### src/rtl/fanpwm_pkg.sv
package fanpwm_pkg;

   localparam int REG_W  = 8;
   localparam int ADDR_W = 4;

   // shared control byte, bit positions are part of the register contract
   typedef struct packed {
      logic       pol;       // 1: active high
      logic [2:0] clk_sel;   // divisor code
      logic       min_duty;  // stored only
      logic [2:0] fan_en;    // bit n-1 enables fan n
   } ctrl_t;

   // divisor applied to the reference clock for a clock-select code
   function automatic int unsigned div_for_code(input logic [2:0] code,
                                                input int unsigned slow_div);
      case (code)
         3'd0:    return 1;
         3'd1,
         3'd2:    return 2;
         3'd3:    return 6;
         3'd4:    return 8;
         3'd5:    return 16;
         3'd6:    return 32;
         default: return slow_div;
      endcase
   endfunction

endpackage

### src/rtl/fanpwm_regs.sv
module fanpwm_regs
   import fanpwm_pkg::*;
#(
   parameter int NUM_FANS = 3,
   parameter int PWM_W    = 8
) (
   input  logic                           clk,
   input  logic                           rst_n,
   input  logic                           wr_en,
   input  logic [ADDR_W-1:0]              addr,
   input  logic [REG_W-1:0]               wdata,
   output logic [REG_W-1:0]               rdata,
   output logic                           pol,
   output logic [2:0]                     clk_sel,
   output logic [NUM_FANS-1:0]            fan_en,
   output logic [NUM_FANS-1:0]            auto_md,
   output logic [NUM_FANS-1:0][PWM_W-1:0] duty
);

   localparam logic [REG_W-1:0] MAIN_MASK = 8'h77;

   ctrl_t                           ctrl_q;
   logic [REG_W-1:0]                main_q;
   logic [NUM_FANS-1:0][PWM_W-1:0]  duty_q;
   logic [NUM_FANS-1:0]             auto_q;
   logic [NUM_FANS-1:0]             smooth_q;

   logic [1:0] slot;
   logic [1:0] field;
   assign slot  = addr[3:2];
   assign field = addr[1:0];

   always_ff @(posedge clk or negedge rst_n) begin
      if (!rst_n) begin
         ctrl_q   <= '0;
         main_q   <= '0;
         duty_q   <= '0;
         auto_q   <= '0;
         smooth_q <= '0;
      end else if (wr_en) begin
         if (slot == 2'd0) begin
            if (field == 2'd0) ctrl_q <= ctrl_t'(wdata);
            if (field == 2'd1) main_q <= wdata & MAIN_MASK;
         end
         for (int i = 0; i < NUM_FANS; i++) begin
            if (slot == 2'(i + 1)) begin
               case (field)
                  2'd0:    duty_q[i]   <= wdata[PWM_W-1:0];
                  2'd1:    auto_q[i]   <= wdata[REG_W-1];
                  2'd2:    smooth_q[i] <= wdata[REG_W-1];
                  default: ;
               endcase
            end
         end
      end
   end

   always_comb begin
      rdata = '0;
      if (slot == 2'd0) begin
         if (field == 2'd0) rdata = REG_W'(ctrl_q);
         if (field == 2'd1) rdata = main_q;
      end
      for (int i = 0; i < NUM_FANS; i++) begin
         if (slot == 2'(i + 1)) begin
            case (field)
               2'd0:    rdata = REG_W'(duty_q[i]);
               2'd1:    rdata = {auto_q[i], {(REG_W-1){1'b0}}};
               2'd2:    rdata = {smooth_q[i], {(REG_W-1){1'b0}}};
               default: rdata = '0;
            endcase
         end
      end
   end

   assign pol     = ctrl_q.pol;
   assign clk_sel = ctrl_q.clk_sel;
   assign fan_en  = ctrl_q.fan_en[NUM_FANS-1:0];
   assign auto_md = auto_q;
   assign duty    = duty_q;

endmodule

### src/rtl/fanpwm_timebase.sv
module fanpwm_timebase
   import fanpwm_pkg::*;
#(
   parameter int PWM_W    = 8,
   parameter int SLOW_DIV = 940,
   localparam int DIV_W   = $clog2(SLOW_DIV + 1)
) (
   input  logic             clk,
   input  logic             rst_n,
   input  logic [2:0]       clk_sel,
   output logic [PWM_W-1:0] pwm_cnt,
   output logic             tick,
   output logic             bnd,
   output logic [DIV_W-1:0] div_now
);

   logic [DIV_W-1:0] div_cnt;

   assign tick = (div_cnt == div_now - DIV_W'(1));
   assign bnd  = tick && (&pwm_cnt);

   always_ff @(posedge clk or negedge rst_n) begin
      if (!rst_n) begin
         div_cnt <= '0;
         pwm_cnt <= '0;
         div_now <= DIV_W'(1);
      end else begin
         if (tick) begin
            div_cnt <= '0;
            pwm_cnt <= pwm_cnt + PWM_W'(1);
         end else begin
            div_cnt <= div_cnt + DIV_W'(1);
         end
         if (bnd)
            div_now <= DIV_W'(div_for_code(clk_sel, SLOW_DIV));
      end
   end

endmodule

### src/rtl/fanpwm_chan.sv
module fanpwm_chan #(
   parameter int PWM_W = 8
) (
   input  logic             clk,
   input  logic             rst_n,
   input  logic             bnd,
   input  logic [PWM_W-1:0] pwm_cnt,
   input  logic [PWM_W-1:0] duty,
   input  logic             en,
   input  logic             auto_md,
   input  logic             pol,
   output logic [PWM_W-1:0] duty_now,
   output logic             pwm_o
);

   logic drive;

   always_ff @(posedge clk or negedge rst_n) begin
      if (!rst_n)   duty_now <= '0;
      else if (bnd) duty_now <= duty;
   end

   assign drive = en && !auto_md && (pwm_cnt < duty_now);
   assign pwm_o = pol ? drive : !drive;

endmodule

### src/rtl/fanpwm_top.sv
module fanpwm_top
   import fanpwm_pkg::*;
#(
   parameter int NUM_FANS = 3,
   parameter int PWM_W    = 8,
   parameter int SLOW_DIV = 940
) (
   input  logic                clk,
   input  logic                rst_n,
   input  logic                wr_en,
   input  logic [ADDR_W-1:0]   addr,
   input  logic [REG_W-1:0]    wdata,
   output logic [REG_W-1:0]    rdata,
   output logic [NUM_FANS-1:0] pwm_o
);

   localparam int DIV_W = $clog2(SLOW_DIV + 1);

   if (NUM_FANS < 1 || NUM_FANS > 3) begin : g_bad_fans
      $error("NUM_FANS must be 1..3");
   end
   if (PWM_W < 4 || PWM_W > REG_W) begin : g_bad_width
      $error("PWM_W must be 4..8");
   end
   if (SLOW_DIV < 33) begin : g_bad_div
      $error("SLOW_DIV must exceed the largest fixed divisor");
   end

   logic                           pol;
   logic [2:0]                     clk_sel;
   logic [NUM_FANS-1:0]            fan_en;
   logic [NUM_FANS-1:0]            auto_md;
   logic [NUM_FANS-1:0][PWM_W-1:0] duty;
   logic [NUM_FANS-1:0][PWM_W-1:0] duty_now;
   logic [PWM_W-1:0]               pwm_cnt;
   logic                           tick;
   logic                           bnd;
   logic [DIV_W-1:0]               div_now;

   fanpwm_regs #(.NUM_FANS(NUM_FANS), .PWM_W(PWM_W)) u_regs (
      .clk     (clk),
      .rst_n   (rst_n),
      .wr_en   (wr_en),
      .addr    (addr),
      .wdata   (wdata),
      .rdata   (rdata),
      .pol     (pol),
      .clk_sel (clk_sel),
      .fan_en  (fan_en),
      .auto_md (auto_md),
      .duty    (duty)
   );

   fanpwm_timebase #(.PWM_W(PWM_W), .SLOW_DIV(SLOW_DIV)) u_tb (
      .clk     (clk),
      .rst_n   (rst_n),
      .clk_sel (clk_sel),
      .pwm_cnt (pwm_cnt),
      .tick    (tick),
      .bnd     (bnd),
      .div_now (div_now)
   );

   for (genvar g = 0; g < NUM_FANS; g++) begin : g_ch
      fanpwm_chan #(.PWM_W(PWM_W)) u_ch (
         .clk      (clk),
         .rst_n    (rst_n),
         .bnd      (bnd),
         .pwm_cnt  (pwm_cnt),
         .duty     (duty[g]),
         .en       (fan_en[g]),
         .auto_md  (auto_md[g]),
         .pol      (pol),
         .duty_now (duty_now[g]),
         .pwm_o    (pwm_o[g])
      );
   end

endmodule

### config.mk
export PLATFORM = sky130hd
export DESIGN_NAME = fanpwm_top
export DESIGN_NICKNAME = d
export VERILOG_FILES = /design/src/rtl/fanpwm_pkg.sv /design/src/rtl/fanpwm_regs.sv /design/src/rtl/fanpwm_timebase.sv /design/src/rtl/fanpwm_chan.sv /design/src/rtl/fanpwm_top.sv
export SDC_FILE = /design/constraint.sdc
export NUM_CORES = 1
export LEC_CHECK = 0
export ABC_AREA = 1
export ABC_CLOCK_PERIOD_IN_PS = 2400
export CORE_MARGIN = 5
export CORE_UTILIZATION = 63
export CTS_BUF_LIST = sky130_fd_sc_hd__clkbuf_4 sky130_fd_sc_hd__clkbuf_8
export CTS_CLUSTER_SIZE = 10
export DETAILED_ROUTE_END_ITERATION = 8
export GPL_ROUTABILITY_DRIVEN = 0
export PLACE_DENSITY = 0.81
export SLEW_MARGIN = 10
export SYNTH_ARGS = -nofsm -noshare
export SYNTH_HDL_FRONTEND = slang
export SYNTH_SLANG_ARGS = --single-unit
### constraint.sdc
create_clock -name clk -period 2.4 [get_ports clk]
set_input_delay 0.48 -clock clk [delete_from_list [all_inputs] [get_ports clk]]
set_output_delay 0.48 -clock clk [all_outputs]
set_load 0.05 [all_outputs]
Word-level counts from Yosys, hierarchy flattened
Index checks and enable logic that the tools add are counted.

operators by class
  multiplexer cells = 14
  eq/ne operators = 12
  reduce and logical (&&, ||, !) cells = 29
  $lt $le $gt $ge = 3
  add/subtract/negate cells = 3

operators with widths
  cell                                                                   count
  8-bit one-hot mux with 3 select lines                                  3
  10-bit one-hot mux with 6 select lines                                 1
  8-bit two-way mux                                                      6
  3-bit AND reduction                                                    11
  8-bit less-than comparator                                             3
  10-bit by 1-bit adder with 10-bit output (second input constant)       1
  10-bit == test                                                         1
  10-bit two-way mux                                                     1
  10-bit by 1-bit subtractor with 10-bit output (second input constant)  1
  3-bit == test (second input constant)                                  3
  8-bit by 1-bit adder with 8-bit output (second input constant)         1
  8-bit AND reduction                                                    1
  1-bit logical AND                                                      7
  2-bit == test (second input constant)                                  3
  3-bit by 2-bit == test with 1-bit output (second input constant)       2
  1-bit logical NOT                                                      6
  2-bit by 1-bit == test with 1-bit output (second input constant)       2
  2-bit logical NOT                                                      2
  3-bit by 1-bit == test with 1-bit output (second input constant)       1
  3-bit logical NOT                                                      1
  1-bit two-way mux                                                      3
  2-bit OR reduction                                                     1

word-level totals
  input bits = 15
  output and inout bits = 11
  bits in registers = 96
  logic and storage cells = 81

Logic depth before layout (Yosys ltp)
  depth after elaboration = 7
  gate-level depth with buffers = 14
  depth with buffers taken out = 13

Modules after synthesis
A second synthesis with hierarchy kept.

second synthesis, totals
  cell total of the unflattened synthesis = 709
  area total of the unflattened synthesis = 5507.8 µm²

modules (own cells, without submodules)
  module           sequential area each (µm²)  cells each  instances  area an instance (µm²)
  fanpwm_regs      1101.1                      265         1          2260.9
  fanpwm_timebase  626.9                       252         1          1745.4
  fanpwm_chan      200.2                       64          3          500.5

Least setup slack after synthesis
Ideal clock, no wire load.

  kind = input to output
  start = input port addr[3]
  end = output port rdata[1]
  data required time = 1920 ps
  slack = -39 ps
  arrival = 1959 ps
  cell stages on the path = 5
  buffers on the path = 0
  cell sequence = nor2_1 > inv_1 > nor2_2 > inv_1 > o2111ai_1

on the way
  cells in the longest elaborated chain, start to end = 5
  elaborated cells between the ends (all ways) = 8
  classes of those cells = eq/ne (3); mux (4); reduce/logical (1)

RTL lines
  element                          line               source
  start: declaration               fanpwm_top.sv:11   input logic [ADDR_W-1:0] addr,
  2-bit logical NOT                fanpwm_regs.sv:60  if (slot == 2'd0) begin
  8-bit two-way mux                fanpwm_regs.sv:60
  8-bit two-way mux (2 in series)  fanpwm_regs.sv:65  if (slot == 2'(i + 1)) begin
  8-bit two-way mux (*)            fanpwm_regs.sv:65
  end: declaration                 fanpwm_top.sv:13   output logic [REG_W-1:0] rdata,

Every way passes the cells marked *; elsewhere a longest branch is shown, timed or not.

Worst setup path after layout
  start = register u_tb.pwm_cnt[1]
  end = output port pwm_o[2]

on the way
  cells in the longest elaborated chain, start to end = 4

RTL lines
  element                         line                   source
  start: declaration              fanpwm_timebase.sv:11  output logic [PWM_W-1:0] pwm_cnt,
  start signal: assignment        fanpwm_timebase.sv:30  pwm_cnt <= pwm_cnt + PWM_W'(1);
  8-bit less-than comparator (*)  fanpwm_chan.sv:23      assign drive = en && !auto_md && (pwm_cnt < duty_now);
  1-bit logical AND (*)           fanpwm_chan.sv:23
  1-bit logical NOT               fanpwm_chan.sv:24      assign pwm_o = pol ? drive : !drive;
  1-bit two-way mux (*)           fanpwm_chan.sv:24
  end: declaration                fanpwm_top.sv:14       output logic [NUM_FANS-1:0] pwm_o

Marks and branches as above.

==> flow_summary.yaml <==
yosys:
  syn_nets: 694
  synth_xor_xnor_area_share_pct: 2.18
  synth-seq-cells: 93
  post_synth.cell_area_avg_um2: 7.98
  yosysWarningCount: 0
  synth_top_family_by_area: "simple AND/OR/NAND/NOR gates"
  yosys.area_share.simple_pct: 28.7
  synthAdderAreaFrac_pct: 5.74
  synth_cell_type_count: 38
  seq_area_frac_synth_pct: 44.5
  synthMuxAreaShare_pct: 0
  synth_compound_area_share_pct: 9.59
  synthCells: 655
  syn-cell-area_um2: 5230
timing:
  finalCriticalPeriod_ps: 2490
  fmax_mhz: 401
  worstMarginPinSlew_ps: 606
  finalSetupViolCount: 3
  relSlewSlack_pct: 59.6
  skew_ps: 13.7
  rsz0062_at_grt: "true"
  period_share_pct: 104
  maxSlewViolCount: 0
  hold_viol_final: 0
  setup_ws_ps: -93.8
status:
  status: "finished, violations left"
  violations: "setup timing"
worst_setup_path:
  arrival_ps: 2010
  rrSetupSlack_ps: 190
  critPathLaunchType: "flop"
  path_class: "reg -> out"
  cp_slowest_cell: "dfrtp_2"
  path_buf_inv: 1
  rr_endpoint: "g_ch[0].u_ch.duty_now[3]$_DFFE_PN0P_"
  crit_path_end_kind: "primary output"
  ff2ff_path_depth: 12
  critPathRequiredTime_ps: 1920
  path_cells: "ha_4, a21oi_2, o21ai_2, nand4_1, nand3_2, xor2_2, buf_12"
  timing.rr.start: "u_tb.div_now[0]$_DFFE_PN1P_"
  cp_max_fo: 4
  critPathMaxStageDelay_ps: 470
  path_delay_family: "flip-flops"
clock_network:
  root_buffer: "clkbuf_8"
  cts_buffers: 9
  cts_tree: "built"
  clock-sinks: 93
  cts.path.max_buffers: 2
  cts_htree_levels: 3
  clkTransAtPathRegs_ps: 110
  clock_latency_ps: 380
final_layout:
  regArea_um2: 2330
  drive_gt1_share_pct: 16.7
  final.fill_count: 544
  fin_area_um2: 6180
  n_antenna_cell: 0
  multi_input_comb_area_um2: 2590
  fin_nets: 730
  syn_to_final_growth_pct: 18.1
  final_util_pct: 76.0
placed_design:
  postPlaceCellArea_um2: 5750
  dp_hpwl_um: 9040
  port-buffer-count: 25
drt:
  via_per_inst: 5.69
  drtPass1Iterations: 5
  first_iter_violations: 255
  postRouteAntennaNets: 0
  drc: 0
  totalWireLength_um: 12600
  vias: 4561
  wire_per_inst_um: 15.7
global_route:
  grt_pass1_vias: 4542
  antenna_found_initial: 0
  grt-ovfl-total: 0
  grt_usage_pct: 26.4
  grt_max_degree: 47
  grt_pass1_wl_um: 21500
floorplan:
  die_x_um: 101
  ioPinCount: 26
  initial_core_util_pct: 64.3
  die-area_um2: 10200
  fp.dieH_um: 101
  rows: 33
  core-area_um2: 8130
power_and_ir_drop:
  finalPower_mw: 3.48
  p_leak_nw: 3.07
  p_per_area_nw_per_um2: 563
  ir_drop_v: 0.000433
hold_path:
  hold_path.class: "in -> async"
run:
  maxCapViolations: 0
==> synthesized netlist by cell type, drive strengths merged <==
cell type / number / area, um2
a21oi: 17 / 85.1
a22o: 1 / 8.76
a22oi: 1 / 7.51
a31o: 1 / 8.76
a31oi: 1 / 6.26
a32oi: 5 / 43.8
buf: 18 / 130
clkbuf: 7 / 26.3
dfrtp: 92 / 2300
dfstp: 1 / 26.3
ha: 24 / 300
inv: 88 / 330
nand2: 202 / 778
nand3: 27 / 153
nand4: 46 / 303
nor2: 39 / 176
nor3: 6 / 63.8
nor4: 1 / 6.26
o2111ai: 4 / 35.0
o211ai: 2 / 15.0
o21a: 3 / 22.5
o21ai: 52 / 260
o221ai: 1 / 8.76
or2: 3 / 18.8
xnor2: 4 / 35.0
xor2: 9 / 78.8
==> cells in the final DEF, fill, tap and decap left out, types with 6 or more instances in the layout <==
master and instances:
dfrtp_1 87, inv_2 7, buf_4 23, buf_12 13, nor2_2 6, clkdlybuf4s50_1 9
ha_4 6, a21oi_2 6, ha_1 18, nor2_1 28, o21ai_1 18, inv_1 81
clkbuf_8 9, o21ai_0 32, a21oi_1 11, nand2_1 193, nand4_1 45, nand3_1 22
xor2_1 6, nand2_2 8
==> cells by family (layout without fill, tap and decap cells) <==
kind of cell	Yosys count	in the layout
compound gates	88	88
xor+xnor	13	13
fa+ha+maj	24	24
buf+inv	113	154
flops	93	93
simple gates	324	324
==> layout make-up <==
cell class,count,area share (%)
sequential,93,37.8
clock inverter,7,1.24
inverter,88,5.35
multi-input combinational,449,41.9
timing repair buffer,50,9.62
tap,105,2.13
clock buffer,9,2.00
==> routing by layer <==
metal	global-route usage [%]	wire, um	vias to the layer above
met5	0	0	-
met4	8.59	251	0
met3	3.53	662	26
met2	45.1	6240	162
met1	34.9	5450	2157
li1	-	-	2216
==> report_power, final <==
group / internal, mW / switching (mW) / total (mW)
clock: 0.413 / 0.645 / 1.06
combinational: 0.230 / 0.306 / 0.536
sequential: 1.72 / 0.164 / 1.88
total: 2.36 / 1.12 / 3.48
==> repair_timing <==
| item | 4_1_cts | 5_1_grt |
|---|---|---|
| resized for setup | 29 | 14 |
| hold buffers | 0 | 0 |
| setup endpoints to repair | 11 | 25 |
| setup buffers | 4 | 2 |
| pin swaps | 5 | 13 |
==> how the worst max path moves through the flow <==
| stage | startpoint | end | slack (ps) | cells after the start |
|---|---|---|---|---|
| CTS | u_tb.pwm_cnt[3]$_DFFE_PN0N_ | pwm_o[2] | -30 | 7 |
| detailed placement | addr[1] | rdata[6] | -100 | 7 |
| global route | u_tb.pwm_cnt[1]$_DFFE_PN0N_ | pwm_o[2] | -190 | 7 |
| global placement | addr[1] | rdata[0] | -20 | 8 |
| finish | u_tb.pwm_cnt[1]$_DFFE_PN0N_ | pwm_o[2] | -90 | 7 |
| floorplan | addr[3] | rdata[1] | -40 | 5 |
==> registers in the layout, summed over array words and instances, names as in the netlist <==
name	flops
u_tb.div_now	7
u_regs.main_q	6
g_ch.u_ch.duty_now	24
u_regs.pol	1
u_regs.ctrl_q	1
u_regs.auto_md	3
u_tb.pwm_cnt	8
u_regs.smooth_q	3
u_regs.clk_sel	3
u_regs.fan_en	3
u_tb.div_cnt	10
u_regs.duty	24
==> metrics by stage <==
stage,TNS [ps],cells,setup slack (ps),hold WS (ps)
after detailed placement,-671,779,-105,466
final,-205,801,-93.8,92.3
after floorplan,-158,655,-39.5,184
after CTS,-48.2,799,-30.1,120
after global routing,-486,801,-193,148
after global placement,-40.0,779,-17.9,466
(Power assumes the default switching activity.)
